## src/rtl/sweep_pkg.sv

```systemverilog
package sweep_pkg;
    typedef enum logic [1:0] {
        ST_IDLE = 2'd0,
        ST_RUN  = 2'd1,
        ST_DONE = 2'd2
    } sweep_st_e;

    localparam int SYNC_CLKS = 4;
endpackage

```

## src/rtl/sweep_pin_sync.sv

```systemverilog
module sweep_pin_sync (
    input  logic clk,
    input  logic rst_n,
    input  logic pin_a,
    output logic lvl,
    output logic rise
);
    typedef struct packed {
        logic s1;
        logic s2;
        logic s3;
    } pin_t;

    pin_t st_d, st_q;

    always_comb begin
        st_d.s1 = pin_a;
        st_d.s2 = st_q.s1;
        st_d.s3 = st_q.s2;
    end

    always_ff @(posedge clk or negedge rst_n) begin
        if (!rst_n) st_q <= '0;
        else        st_q <= st_d;
    end

    assign lvl  = st_q.s2;
    assign rise = st_q.s2 & ~st_q.s3;

    // a held-high pin yields a single step request
    p_single_rise_r8: assert property (@(posedge clk) disable iff (!rst_n)
        rise |=> !rise);
endmodule

```

## src/rtl/sweep_timer.sv

```systemverilog
module sweep_timer #(
    parameter int TW = 16
) (
    input  logic          clk,
    input  logic          rst_n,
    input  logic          clr,
    input  logic          unit,
    input  logic [TW-1:0] limit,
    output logic          hit,
    output logic          done
);
    localparam logic [TW-1:0] ONE = TW'(1);

    typedef struct packed {
        logic [TW-1:0] cnt;
        logic          done;
    } tmr_t;

    tmr_t t_d, t_q;

    assign hit  = unit && (t_q.cnt == limit - ONE);
    assign done = t_q.done;

    always_comb begin
        t_d = t_q;
        if (clr) begin
            t_d.cnt  = '0;
            t_d.done = 1'b0;
        end else if (unit) begin
            t_d.cnt = hit ? '0 : t_q.cnt + ONE;
            if (hit) t_d.done = 1'b1;
        end
    end

    always_ff @(posedge clk or negedge rst_n) begin
        if (!rst_n) t_q <= '0;
        else        t_q <= t_d;
    end

    // once the burst has elapsed it stays elapsed until the window restarts
    p_done_sticky_r6: assert property (@(posedge clk) disable iff (!rst_n)
        done && !clr |=> done);
endmodule

```

## src/rtl/sweep_sync_gen.sv

```systemverilog
module sweep_sync_gen
    import sweep_pkg::*;
(
    input  logic clk,
    input  logic rst_n,
    input  logic sel,
    input  logic step,
    input  logic sweep_end,
    input  logic sweep_start,
    output logic sync
);
    localparam int PW = $clog2(SYNC_CLKS + 1);
    localparam logic [PW-1:0] PLOAD = PW'(SYNC_CLKS);

    typedef struct packed {
        logic [PW-1:0] pcnt;
        logic          lvl;
    } sg_t;

    sg_t s_d, s_q;
    logic pulse_on;

    always_comb begin
        s_d = s_q;
        if (step)                s_d.pcnt = PLOAD;
        else if (s_q.pcnt != '0) s_d.pcnt = s_q.pcnt - PW'(1);
        if (sweep_start)         s_d.lvl = 1'b0;
        else if (sweep_end)      s_d.lvl = 1'b1;
    end

    always_ff @(posedge clk or negedge rst_n) begin
        if (!rst_n) s_q <= '0;
        else        s_q <= s_d;
    end

    assign pulse_on = (s_q.pcnt != '0);
    assign sync     = sel ? s_q.lvl : pulse_on;

    // a pulse lasts at least four clocks
    p_pulse_len_r11: assert property (@(posedge clk) disable iff (!rst_n)
        $rose(pulse_on) |=> pulse_on ##1 pulse_on ##1 pulse_on);
    // end-of-sweep level held until a new start
    p_level_hold_r10: assert property (@(posedge clk) disable iff (!rst_n)
        s_q.lvl && !sweep_start |=> s_q.lvl);
endmodule

```

## src/rtl/sweep_seq.sv

```systemverilog
module sweep_seq
    import sweep_pkg::*;
#(
    parameter int FW = 24,
    parameter int CW = 12,
    parameter int TW = 16
) (
    input  logic          clk,
    input  logic          rst_n,
    input  logic          start_i,
    input  logic          cfg_saw_i,
    input  logic          cfg_cont_i,
    input  logic          cfg_ext_incr_i,
    input  logic          cfg_ext_burst_i,
    input  logic          cfg_sync_sel_i,
    input  logic          cfg_sync_en_i,
    input  logic          cfg_msb_en_i,
    input  logic          cfg_incr_cyc_i,
    input  logic          cfg_burst_cyc_i,
    input  logic [FW-1:0] f_start_i,
    input  logic [FW-1:0] f_delta_i,
    input  logic [CW-1:0] n_incr_i,
    input  logic [TW-1:0] t_incr_i,
    input  logic [TW-1:0] t_burst_i,
    input  logic          cycle_tick_i,
    input  logic          ctrl_pin_i,
    input  logic          msb_i,
    output logic [FW-1:0] freq_o,
    output logic          busy_o,
    output logic          out_active_o,
    output logic          sync_o,
    output logic          sync_oe_o,
    output logic          msb_o,
    output logic          msb_oe_o
);
    localparam logic [CW-1:0] IDX_ONE = CW'(1);

    typedef struct packed {
        sweep_st_e     st;
        logic [FW-1:0] freq;
        logic [CW-1:0] idx;
        logic          dn;
    } seq_t;

    seq_t s_d, s_q;

    logic ctrl_lvl, ctrl_rise;
    logic incr_hit, incr_done_unused;
    logic burst_hit_unused, burst_done;
    logic step, at_top, last, win_clr, burst_ext;
    logic incr_unit, burst_unit;

    assign incr_unit  = cfg_incr_cyc_i  ? cycle_tick_i : 1'b1;
    assign burst_unit = cfg_burst_cyc_i ? cycle_tick_i : 1'b1;

    sweep_pin_sync u_pin (
        .clk   (clk),
        .rst_n (rst_n),
        .pin_a (ctrl_pin_i),
        .lvl   (ctrl_lvl),
        .rise  (ctrl_rise)
    );

    sweep_timer #(.TW(TW)) u_incr_tmr (
        .clk   (clk),
        .rst_n (rst_n),
        .clr   (win_clr),
        .unit  (incr_unit),
        .limit (t_incr_i),
        .hit   (incr_hit),
        .done  (incr_done_unused)
    );

    sweep_timer #(.TW(TW)) u_burst_tmr (
        .clk   (clk),
        .rst_n (rst_n),
        .clr   (win_clr),
        .unit  (burst_unit),
        .limit (t_burst_i),
        .hit   (burst_hit_unused),
        .done  (burst_done)
    );

    assign busy_o  = (s_q.st == ST_RUN);
    assign step    = busy_o && (cfg_ext_incr_i ? ctrl_rise : incr_hit);
    assign win_clr = start_i | step;
    assign at_top  = (s_q.idx >= n_incr_i);
    assign last    = s_q.dn ? (s_q.idx == '0)
                            : (at_top && (cfg_saw_i || n_incr_i == '0));

    always_comb begin
        s_d = s_q;
        if (start_i) begin
            s_d.st   = ST_RUN;
            s_d.freq = f_start_i;
            s_d.idx  = '0;
            s_d.dn   = 1'b0;
        end else if (step) begin
            if (last) begin
                s_d.st   = ST_DONE;
                s_d.freq = f_start_i;
                s_d.idx  = '0;
                s_d.dn   = 1'b0;
            end else if (!s_q.dn && !at_top) begin
                s_d.idx  = s_q.idx + IDX_ONE;
                s_d.freq = s_q.freq + f_delta_i;
            end else begin
                s_d.dn   = 1'b1;
                s_d.idx  = s_q.idx - IDX_ONE;
                s_d.freq = s_q.freq - f_delta_i;
            end
        end
    end

    always_ff @(posedge clk or negedge rst_n) begin
        if (!rst_n) s_q <= '{st: ST_IDLE, freq: '0, idx: '0, dn: 1'b0};
        else        s_q <= s_d;
    end

    assign burst_ext    = !cfg_cont_i && cfg_ext_incr_i && cfg_ext_burst_i;
    assign out_active_o = busy_o && (cfg_cont_i || (burst_ext ? ctrl_lvl : !burst_done));
    assign freq_o       = s_q.freq;

    sweep_sync_gen u_sync (
        .clk         (clk),
        .rst_n       (rst_n),
        .sel         (cfg_sync_sel_i),
        .step        (step),
        .sweep_end   (step && last),
        .sweep_start (start_i),
        .sync        (sync_o)
    );

    assign sync_oe_o = cfg_sync_en_i;
    assign msb_o     = msb_i;
    assign msb_oe_o  = cfg_msb_en_i;

    // the frequency word moves only on a step or a start
    p_freq_stable_r3: assert property (@(posedge clk) disable iff (!rst_n)
        busy_o && $past(busy_o) && !$past(step) && !$past(start_i) |-> $stable(freq_o));
    // no end-of-sweep level while a sweep runs
    p_busy_no_eos_r10: assert property (@(posedge clk) disable iff (!rst_n)
        busy_o && cfg_sync_sel_i |-> !sync_o);
    // in external stepping the interval counter never ends a window
    p_ext_ignores_timer_r8: assert property (@(posedge clk) disable iff (!rst_n)
        busy_o && cfg_ext_incr_i && !ctrl_rise && !start_i |=> $stable(freq_o));
endmodule

```

## config.mk

```make
export PLATFORM = sky130hd
export DESIGN_NAME = sweep_seq
export DESIGN_NICKNAME = d
export VERILOG_FILES = /design/src/rtl/sweep_pkg.sv /design/src/rtl/sweep_pin_sync.sv /design/src/rtl/sweep_timer.sv /design/src/rtl/sweep_sync_gen.sv /design/src/rtl/sweep_seq.sv
export SDC_FILE = /design/constraint.sdc
export NUM_CORES = 1
export LEC_CHECK = 0
export BUFFER_PORTS_ARGS = -buffer_cell sky130_fd_sc_hd__buf_2
export CAP_MARGIN = 0
export CORE_MARGIN = 2
export CORE_UTILIZATION = 40
export CTS_BUF_LIST = sky130_fd_sc_hd__clkbuf_4 sky130_fd_sc_hd__clkbuf_8
export DETAILED_ROUTE_END_ITERATION = 6
export SLEW_MARGIN = 5
export SYNTH_ARGS = -nofsm -noshare
export SYNTH_HDL_FRONTEND = slang
export SYNTH_HIERARCHICAL = 1
export SYNTH_SLANG_ARGS = --single-unit
```

## constraint.sdc

```tcl
create_clock -name clk -period 9.7 [get_ports clk]
set_input_delay 1.94 -clock clk [delete_from_list [all_inputs] [get_ports clk]]
set_output_delay 1.94 -clock clk [all_outputs]
set_load 0.02 [all_outputs]
```

* Word level (Yosys, flattened, before mapping)
Cells that the tools add are included.
** Word-level totals
- Register bits :: 79
- Input port bits :: 107
- Output and inout port bits :: 30
- Logic and storage cells :: 81
** Cells by class
- Add/sub/neg operators :: 9
- $lt $le $gt $ge :: 1
- Equal/unequal tests :: 4
- Mux-type cells :: 24
- Bitwise gates (word level) :: 3
- Reductions and logical operators :: 28
** Operators with widths (count)
- 39-bit two-way mux :: 2
- 17-bit two-way mux :: 4
- 37-bit two-way mux :: 1
- 36-bit two-way mux :: 1
- 16-bit by 1-bit adder with 16-bit output, second input constant :: 2
- 16-bit == test :: 2
- 16-bit two-way mux :: 2
- 16-bit by 1-bit subtractor with 16-bit output, second input constant :: 2
- 24-bit adder :: 1
- 12-bit zero test :: 2
- 24-bit subtractor :: 1
- 2-bit nonzero test :: 7
- 12-bit by 1-bit adder with 12-bit output, second input constant :: 1
- 12-bit greater-or-equal comparator :: 1
- 12-bit by 1-bit subtractor with 12-bit output, second input constant :: 1
- 1-bit two-way mux :: 11
- 1-bit logical AND :: 9
- 3-bit two-way mux :: 2
- 2-bit AND reduction :: 3
- 1-bit zero test :: 4
- 3-bit inequality test, second input constant :: 1
- 3-bit nonzero test :: 1
- 3-bit by 1-bit subtractor with 3-bit output, second input constant :: 1
- 2-bit by 1-bit == test with 1-bit output, second input constant :: 1
- other kinds (5) :: 6

* Depth between registers and ports, before layout
Gate-level depths: netlist of the first run.
- Depth after elaboration :: 8
- Gate-level depth with buffers :: 21
- Gate-level depth less buffers :: 19

* Cells and area by module
Netlist of the first run, hierarchy kept.
** Modules (own cells, without submodules)
- sweep_seq :: instances 1, cells an instance 568, area each 4438.0 um^2, seq. area each 975.9 um^2
- sweep_timer at u_burst_tmr :: instances 1, cells an instance 165, area each 1485.2 um^2, seq. area each 425.4 um^2
- sweep_timer at u_incr_tmr :: instances 1, cells an instance 160, area each 1380.1 um^2, seq. area each 425.4 um^2
- sweep_sync_gen :: instances 1, cells an instance 20, area each 224.0 um^2, seq. area each 100.1 um^2
- sweep_pin_sync :: instances 1, cells an instance 4, area each 88.8 um^2, seq. area each 75.1 um^2

* Worst setup path before layout of the first run
No wires, ideal clock.
- Path kind :: input to register
- Start :: in t_incr_i[0]
- End :: reg u_burst_tmr/t_q[14] in the netlist's numbering
- Setup time :: 0.099 ns
- Arrival :: 6.396 ns
- Required time :: 9.601 ns
- Slack :: 3.205 ns
- Stages on the path :: 20
- Path buffers :: 2
- Cell sequence :: inv_1 > ha_1 > or4b_4 > and2b_2 > nand2_1 > xnor2_1 > or4_4 > nor2_1 > mux2_2 > nand2_1 > clkinv_1 > nor2_1 > inv_1 > clkbuf_1 > clkbuf_1 > o2111ai_1 > or4_1 > nor3_1 > xnor2_1 > a311oi_1
** Between the ends
- Word-level cells in the longest chain between the ends :: 7
- Elaborated cells on any way between the ends :: 8
- Those cells by class :: 1 x add/sub; 1 x eq/ne; 2 x mux; 1 x bitwise; 3 x reduce/logical
** Ends and longest elaborated chain
- start, declared :: RTL line sweep_seq.sv:23 : input logic [TW-1:0] t_incr_i,
- 16-bit by 1-bit subtractor with 16-bit output (*) :: RTL line sweep_timer.sv:21 : assign hit = unit && (t_q.cnt == limit - ONE);
- 16-bit == test (*) :: RTL line sweep_timer.sv:21
- 1-bit logical AND (*) :: RTL line sweep_timer.sv:21
- net incr_hit :: RTL line sweep_seq.sv:48 : logic incr_hit, incr_done_unused;
- 1-bit two-way mux (*) :: RTL line sweep_seq.sv:85 : assign step = busy_o && (cfg_ext_incr_i ? ctrl_rise : incr_hit);
- 1-bit logical AND (*) :: RTL line sweep_seq.sv:85
- net step :: RTL line sweep_seq.sv:50 : logic step, at_top, last, win_clr, burst_ext;
- 1-bit bitwise OR (*) :: RTL line sweep_seq.sv:86 : assign win_clr = start_i | step;
- net win_clr :: RTL line sweep_seq.sv:50
- 17-bit two-way mux / 2-bit nonzero test (equally long branches)
- end signal, assigned :: RTL line sweep_timer.sv:37 : else t_q <= t_d;
- end, declared :: RTL line sweep_timer.sv:19 : tmr_t t_d, t_q;
The timed path passes the listed nets; every way through them passes the cells marked *.
A chain may end at the register's enable or synchronous reset.

* Final worst setup path of the first run
- Start :: in n_incr_i[0]
- End :: reg s_q, in the netlist freq_o[22]
** Between the ends
- Word-level cells in the longest chain between the ends :: 7
- Elaborated cells on any way between the ends :: 11
- Those cells by class :: 1 x order compare; 5 x mux; 5 x reduce/logical
** Ends and longest elaborated chain
- start, declared :: RTL line sweep_seq.sv:22 : input logic [CW-1:0] n_incr_i,
- 12-bit greater-or-equal comparator / 12-bit zero test (equally long branches) :: RTL line sweep_seq.sv:87, sweep_seq.sv:89
- 1-bit zero test / 1-bit logical OR (equally long branches) :: RTL line sweep_seq.sv:104, sweep_seq.sv:89
- 1-bit logical AND (on tied branches) :: RTL line sweep_seq.sv:104, sweep_seq.sv:89
- 36-bit two-way mux / 1-bit two-way mux (equally long branches) :: RTL line sweep_seq.sv:104, sweep_seq.sv:88
- 37-bit two-way mux (*) :: RTL line sweep_seq.sv:99 : if (last) begin
- 39-bit two-way mux (*) :: RTL line sweep_seq.sv:98 : end else if (step) begin
- 39-bit two-way mux (*) :: RTL line sweep_seq.sv:93 : if (start_i) begin
- end signal, assigned :: RTL line sweep_seq.sv:116 : if (!rst_n) s_q <= '{st: ST_IDLE, freq: '0, idx: '0, dn: 1'b0};
- end, declared :: RTL line sweep_seq.sv:45 : seq_t s_d, s_q;
Every way passes the cells marked *; elsewhere a longest branch is shown, timed or not. The select of a mux whose other input is x is not followed.

==> summary.txt, run 1 <==
PwrDens: 236.2 nW/um^2
Routability congestion estimate from global placement: 0.8383
Transition at the pin with the smallest max-transition slack: 1002 ps
Count of pins on the block boundary: 137
Synthesis Warnings: 6
MaxCap Viol Count: 0
Fmax: 142.7 MHz
Total wire length after detailed routing: 20250 um
Synthesized Nets: 1073
Worst min-delay path category: reg2reg
Worst path arrival time: 7270 ps
Die width: 141.4 um
Number of buffers created by CTS: 9
Worst vdd ir: 0.09634 mV
Vias per Instance: 5.515
Starting Density: 40.50%
Area growth from synthesis to final layout: 11.10%
DRC violation count after routing: 0
Number of antenna violations at the first check in global routing: 1
Clock slew at the register clock pins of the worst setup and hold paths: 90 ps
Leakage: 3.718 nW
Synthesized area: 7550 um^2
Clock tree root driver cell: clkbuf_8
Post-route core utilization: 44.99%
Maximum number of pins on one net before global-route repair: 62
First-pass GRT wire length: 33330 um
Die area: 19990 um^2
Sequential share of power: 23.2%
Final Net Count: 1159
CTS resizes: 0
Count of endpoints failing setup in the final report: 0
Psw: 0.9120 mW
Kind of end point of the critical path: register
Switching Share: 46.03%
Fraction of power consumed by the clock network: 14.8%
CTS tree: done
Chip height: 141.4 um
First-pass detailed-route iteration total: 5
Synthesized area per cell: 8.287 um^2
Number of hold buffers added after cts: 0
Clk buf depth: 2
Total routing resource utilization after global routing: 20.54%
Half-perimeter wire length of the detailed placement result: 15170 um
Drt initial violations: 477
Final clock period utilization by the worst path: 72.23%
Sum of negative setup slack: 0 ps
Crit-path max FO: 29
Number of I/O port buffers: 130
Via Count: 6817
Finished Layout Cells: 1236
N_diodes: 0
TritonCTS sink count: 79
Detail Route Antenna Nets: 0
Sum of overflow across all layers after global routing: 0
Number of buffers inserted to repair setup after CTS: 0
Headroom to the max-slew limit: 32.69%
Std-Cell Rows: 50
Count of placed standard cells including taps: 1220
Kind of start point of the critical path: input port
Number of levels in the clock H-tree: 3
Internal power consumption: 1.069 mW
Clock skew: 10.69 ps
Clock latency on the worst-skew pair: 390 ps
Core region area: 18640 um^2
Worst Path Required: 9970 ps
Count of final hold-check violations: 0
Total power of the final layout: 1.981 mW
Layout cells sized above 1: 17.96%
Relative contribution of combinational cells to total power: 62.0%
Final worst hold slack: 362.0 ps
RSZ-0062 raised after global routing: false
Vias in the first global route: 6437
Start-to-end type of the worst setup path: in2reg
Result of the run: completed
Final critical path time including I/O delays and setup: 7006 ps
Post-synthesis cell count: 911
Post-detailed-route wirelength per cell: 16.39 um
Count of final max-slew check failures: 0
==> final cells by class <==
class / count / area (um^2)
clock buffers: 11 / 138.9
clock inverters: 5 / 82.58
fillers: 1881 / 10250
inverters: 48 / 180.2
multi-input cells: 724 / 5026
flip-flops and latches: 79 / 1977
well taps: 234 / 292.8
repair buffers: 135 / 690.7
==> cell usage in the layout, fill, tap and decap left out, types with 33 or more instances in the layout <==
cell / count
buf_2: 129
ha_1: 53
xor2_1: 39
nor2_1: 88
xnor2_1: 75
dfrtp_1: 79
nand2_1: 69
a21oi_1: 56
o21ai_0: 33
inv_1: 45
==> sequential cells by signal (all words and copies together), names as in the netlist <==
register and cells:
u_pin/st_q 1, u_pin/lvl 1, s_q 15, u_sync/s_q 4, freq_o 24, u_pin/st_d 1
u_burst_tmr/done 1, u_incr_tmr/t_q 16, u_burst_tmr/t_q 16
==> final timing paths <==
kind	startpoint	to	slack [ps]	cells past startpoint
worst min-delay path	u_pin/st_d[1]	u_pin/lvl	360	0
max in group asynchronous	rst_n	freq_o[13]	7180	2
min in group asynchronous	rst_n	s_q[7]	1450	1
worst max register to register	s_q[1]	freq_o[22]	3740	19
worst max-delay path	n_incr_i[0]	freq_o[22]	2690	19
worst min register to register	u_pin/st_d[1]	u_pin/lvl	360	0
==> critical path: stages <==
cell and delay, ps:
buf_2 110, ha_1 260, nand2b_1 110, a2111oi_0 80, or4_1 510, a41oi_1 340
or2_2 540, clkinv_1 450, nor2_1 220, xor2_1 180, ha_1 300, a211oi_1 440
o211ai_1 210, and3_1 230, a41oi_1 420, o21ai_0 280, o41ai_1 360, xor2_1 190
o22ai_1 90
==> power by group through the flow <==
stage	registers, mW	clock network (mW)	logic, mW
6_report	0.460	0.293	1.23
3_3_place_gp	0.467	0	1.21
4_1_cts	0.461	0.301	1.22
3_5_place_dp	0.467	0	1.22
5_1_grt	0.471	0.316	1.37
2_1_floorplan	0.445	0	1.02
==> through the flow <==
stage          instance area [um^2]  worst slack (ps)
3_3_place_gp                   8167              2456
5_1_grt                        8388              2303
3_5_place_dp                   8167              2336
2_1_floorplan                  7550              3265
6_report                       8388              2694
4_1_cts                        8388              2725
==> metal layers <==
layer  track usage, %  wire (um)
met1            28.77       9929
met2            33.32       9402
met3            3.240        681
met4            4.947        227
met5                0         13
Power figures use the tool's default switching activity.
==> run 2: changes to the inputs <==
Clock period 9.7 ns to 6 ns, I/O delays scaled along.
==> summary.txt, run 2 (synthesis results as in run 1) <==
Post-route core utilization: 45.29% (was 44.99%)
Via Count: 6910 (was 6817)
Area growth from synthesis to final layout: 11.83% (was 11.10%)
Routability congestion estimate from global placement: 0.9224 (was 0.8383)
Grt met1 use: 28.35% (was 28.77%)
PwrDens: 377.5 nW/um^2 (was 236.2 nW/um^2)
Sum of overflow across all layers after global routing: 0 (unchanged)
Total power of the final layout: 3.188 mW (was 1.981 mW)
Total routing resource utilization after global routing: 20.57% (was 20.54%)
Kind of start point of the critical path: input port (unchanged)
Fmax: 180.9 MHz
Clock skew: 11.52 ps (was 10.69 ps)
Switching Share: 46.07% (was 46.03%)
Number of buffers inserted to repair setup after CTS: 0 (unchanged)
TritonCTS sink count: 79 (unchanged)
Headroom to the max-slew limit: 37.55% (was 32.69%)
Finished Layout Cells: 1249 (was 1236)
Kind of end point of the critical path: register (unchanged)
First-pass detailed-route iteration total: 5 (unchanged)
Number of antenna violations at the first check in global routing: 2 (was 1)
Finished layout cell area: 8443 um^2 (was 8388 um^2)
Vias in the first global route: 6528 (was 6437)
RSZ-0062 raised after global routing: false (unchanged)
Leakage: 3.758 nW (was 3.718 nW)
Total wire length after detailed routing: 20250 um (about the same)
Maximum number of pins on one net before global-route repair: 57 (was 62)
Vias per Instance: 5.532 (was 5.515)
Placed cell areas: 8257 um^2 (was 8167 um^2)
Die area: 19990 um^2 (unchanged)
Most used cells in the layout excluding fill and tap cells: 129 x buf_2, 88 x nor2_1, 79 x dfrtp_1 (unchanged)
Layout cells sized above 1: 18.93% (was 17.96%)
Worst Path Required: 6300 ps (was 9970 ps)
Final clock period utilization by the worst path: 92.12%
Drt initial violations: 390 (was 477)
Most frequent standard cell in the layout excluding fill and tap cells: buf_2 (unchanged)
Sequential share of power: 23.3% (was 23.2%)
Clock tree root driver cell: clkbuf_8 (unchanged)
Crit-path max FO: 17 (was 29)
CTS resizes: 0 (unchanged)
Clock slew at the register clock pins of the worst setup and hold paths: 80 ps (was 90 ps)
Final critical path time including I/O delays and setup: 5527 ps
Relative contribution of combinational cells to total power: 64.2% (was 62.0%)
Max reg flops: 24 (unchanged)
Chip height: 141.4 um (unchanged)
Half-perimeter wire length of the detailed placement result: 15590 um (was 15170 um)
Psw: 1.469 mW (was 0.9120 mW)
Internal power consumption: 1.719 mW (was 1.069 mW)
Count of endpoints failing setup in the final report: 0 (unchanged)
Number of buffers created by CTS: 9 (unchanged)
Number of I/O port buffers: 130 (unchanged)
Met2 capacity usage during global routing: 33.39% (was 33.32%)
Post-detailed-route wirelength per cell: 16.22 um (was 16.39 um)
Start-to-end type of the worst setup path: in2reg (unchanged)
Std-Cell Rows: 50 (unchanged)
First-pass GRT wire length: 33140 um (was 33330 um)
Detail Route Antenna Nets: 0 (unchanged)
Transition at the pin with the smallest max-transition slack: 929.7 ps (was 1002 ps)
Worst path arrival time: 5830 ps (was 7270 ps)
Number of levels in the clock H-tree: 3 (unchanged)
Result of the run: completed (unchanged)
Starting Density: 40.50% (unchanged)
CTS tree: done (unchanged)
Gr busiest metal: met2 (unchanged)
Fraction of power consumed by the clock network: 12.5% (was 14.8%)
Worst vdd ir: 0.1402 mV (was 0.09634 mV)
Count of final hold-check violations: 0 (unchanged)
Die width: 141.4 um (unchanged)
Core region area: 18640 um^2 (unchanged)
Worst min-delay path category: reg2reg (unchanged)
Sum of negative setup slack: 0 ps (unchanged)
GR met3 Demand/Resource: 2.531% (was 3.240%)
Clk buf depth: 2 (unchanged)
Final Net Count: 1171 (was 1159)
Count of placed standard cells including taps: 1232 (was 1220)
Number of hold buffers added after cts: 0 (unchanged)
Count of pins on the block boundary: 137 (unchanged)
MaxCap Viol Count: 0 (unchanged)
Clock latency on the worst-skew pair: 380 ps (was 390 ps)
Count of final max-slew check failures: 0 (unchanged)
DRC violation count after routing: 0 (unchanged)
[run 2: through the flow]
stage | hold WS (ps) | worst slack, ps
2_1_floorplan | 331.2 | 304.7
3_3_place_gp | 333.9 | 255.8
3_5_place_dp | 336.4 | 160.0
4_1_cts | 356.2 | 562.5
5_1_grt | 375.1 | 100.0
6_report | 353.6 | 472.6
[run 2: power by group through the flow]
stage | Sequential (mW) | Combinational [mW] | Clock [mW]
2_1_floorplan | 0.719 | 1.65 | 0
3_3_place_gp | 0.753 | 2.03 | 0
3_5_place_dp | 0.753 | 2.04 | 0
4_1_cts | 0.745 | 2.05 | 0.421
5_1_grt | 0.760 | 2.29 | 0.440
6_report | 0.743 | 2.05 | 0.397
[run 2: layer usage]
metal	vias up	routed length, um
met1	3276	9847
met4	2	312
met3	20	694
li1	3470	-
met2	142	9383
met5	-	16
[run 2: area by class of cell]
cell class / instances / area [um^2]
inverter: 48 / 180.2
multi-input combinational: 724 / 5026
clock inverter: 3 / 17.52
sequential: 79 / 1977
timing repair buffer: 147 / 780.7
antenna: 1 / 2.502
tap: 234 / 292.8
clock buffer: 13 / 166.4
fill: 1910 / 10200
[run 2: critical path, cell delays in order]
cell       delay, ps
buf_2            110
ha_1             260
nand2b_1         100
a2111oi_0        100
or4_1            530
a41oi_1          360
or2_2            360
clkinv_1         160
buf_4            200
a21oi_1          170
xor2_1           190
ha_1             300
a21o_1           230
a221oi_1         270
o21ai_1          150
or3_1            320
a31oi_1          270
nor4b_1          100
or3_1            320
a21oi_1          120
[run 2: worst paths after layout]
| check | startpoint | end | slack [ps] | depth (start not counted) |
|---|---|---|---|---|
| hold reg to reg | u_pin/st_d[1] | u_pin/lvl | 350 | 0 |
| setup / recovery | n_incr_i[0] | freq_o[19] | 470 | 20 |
| max in group asynchronous | rst_n | u_burst_tmr/t_q[6] | 4200 | 2 |
| min in group asynchronous | rst_n | s_q[5] | 710 | 1 |
| hold / removal | u_pin/st_d[1] | u_pin/lvl | 350 | 0 |
| setup reg to reg | s_q[1] | freq_o[19] | 820 | 20 |
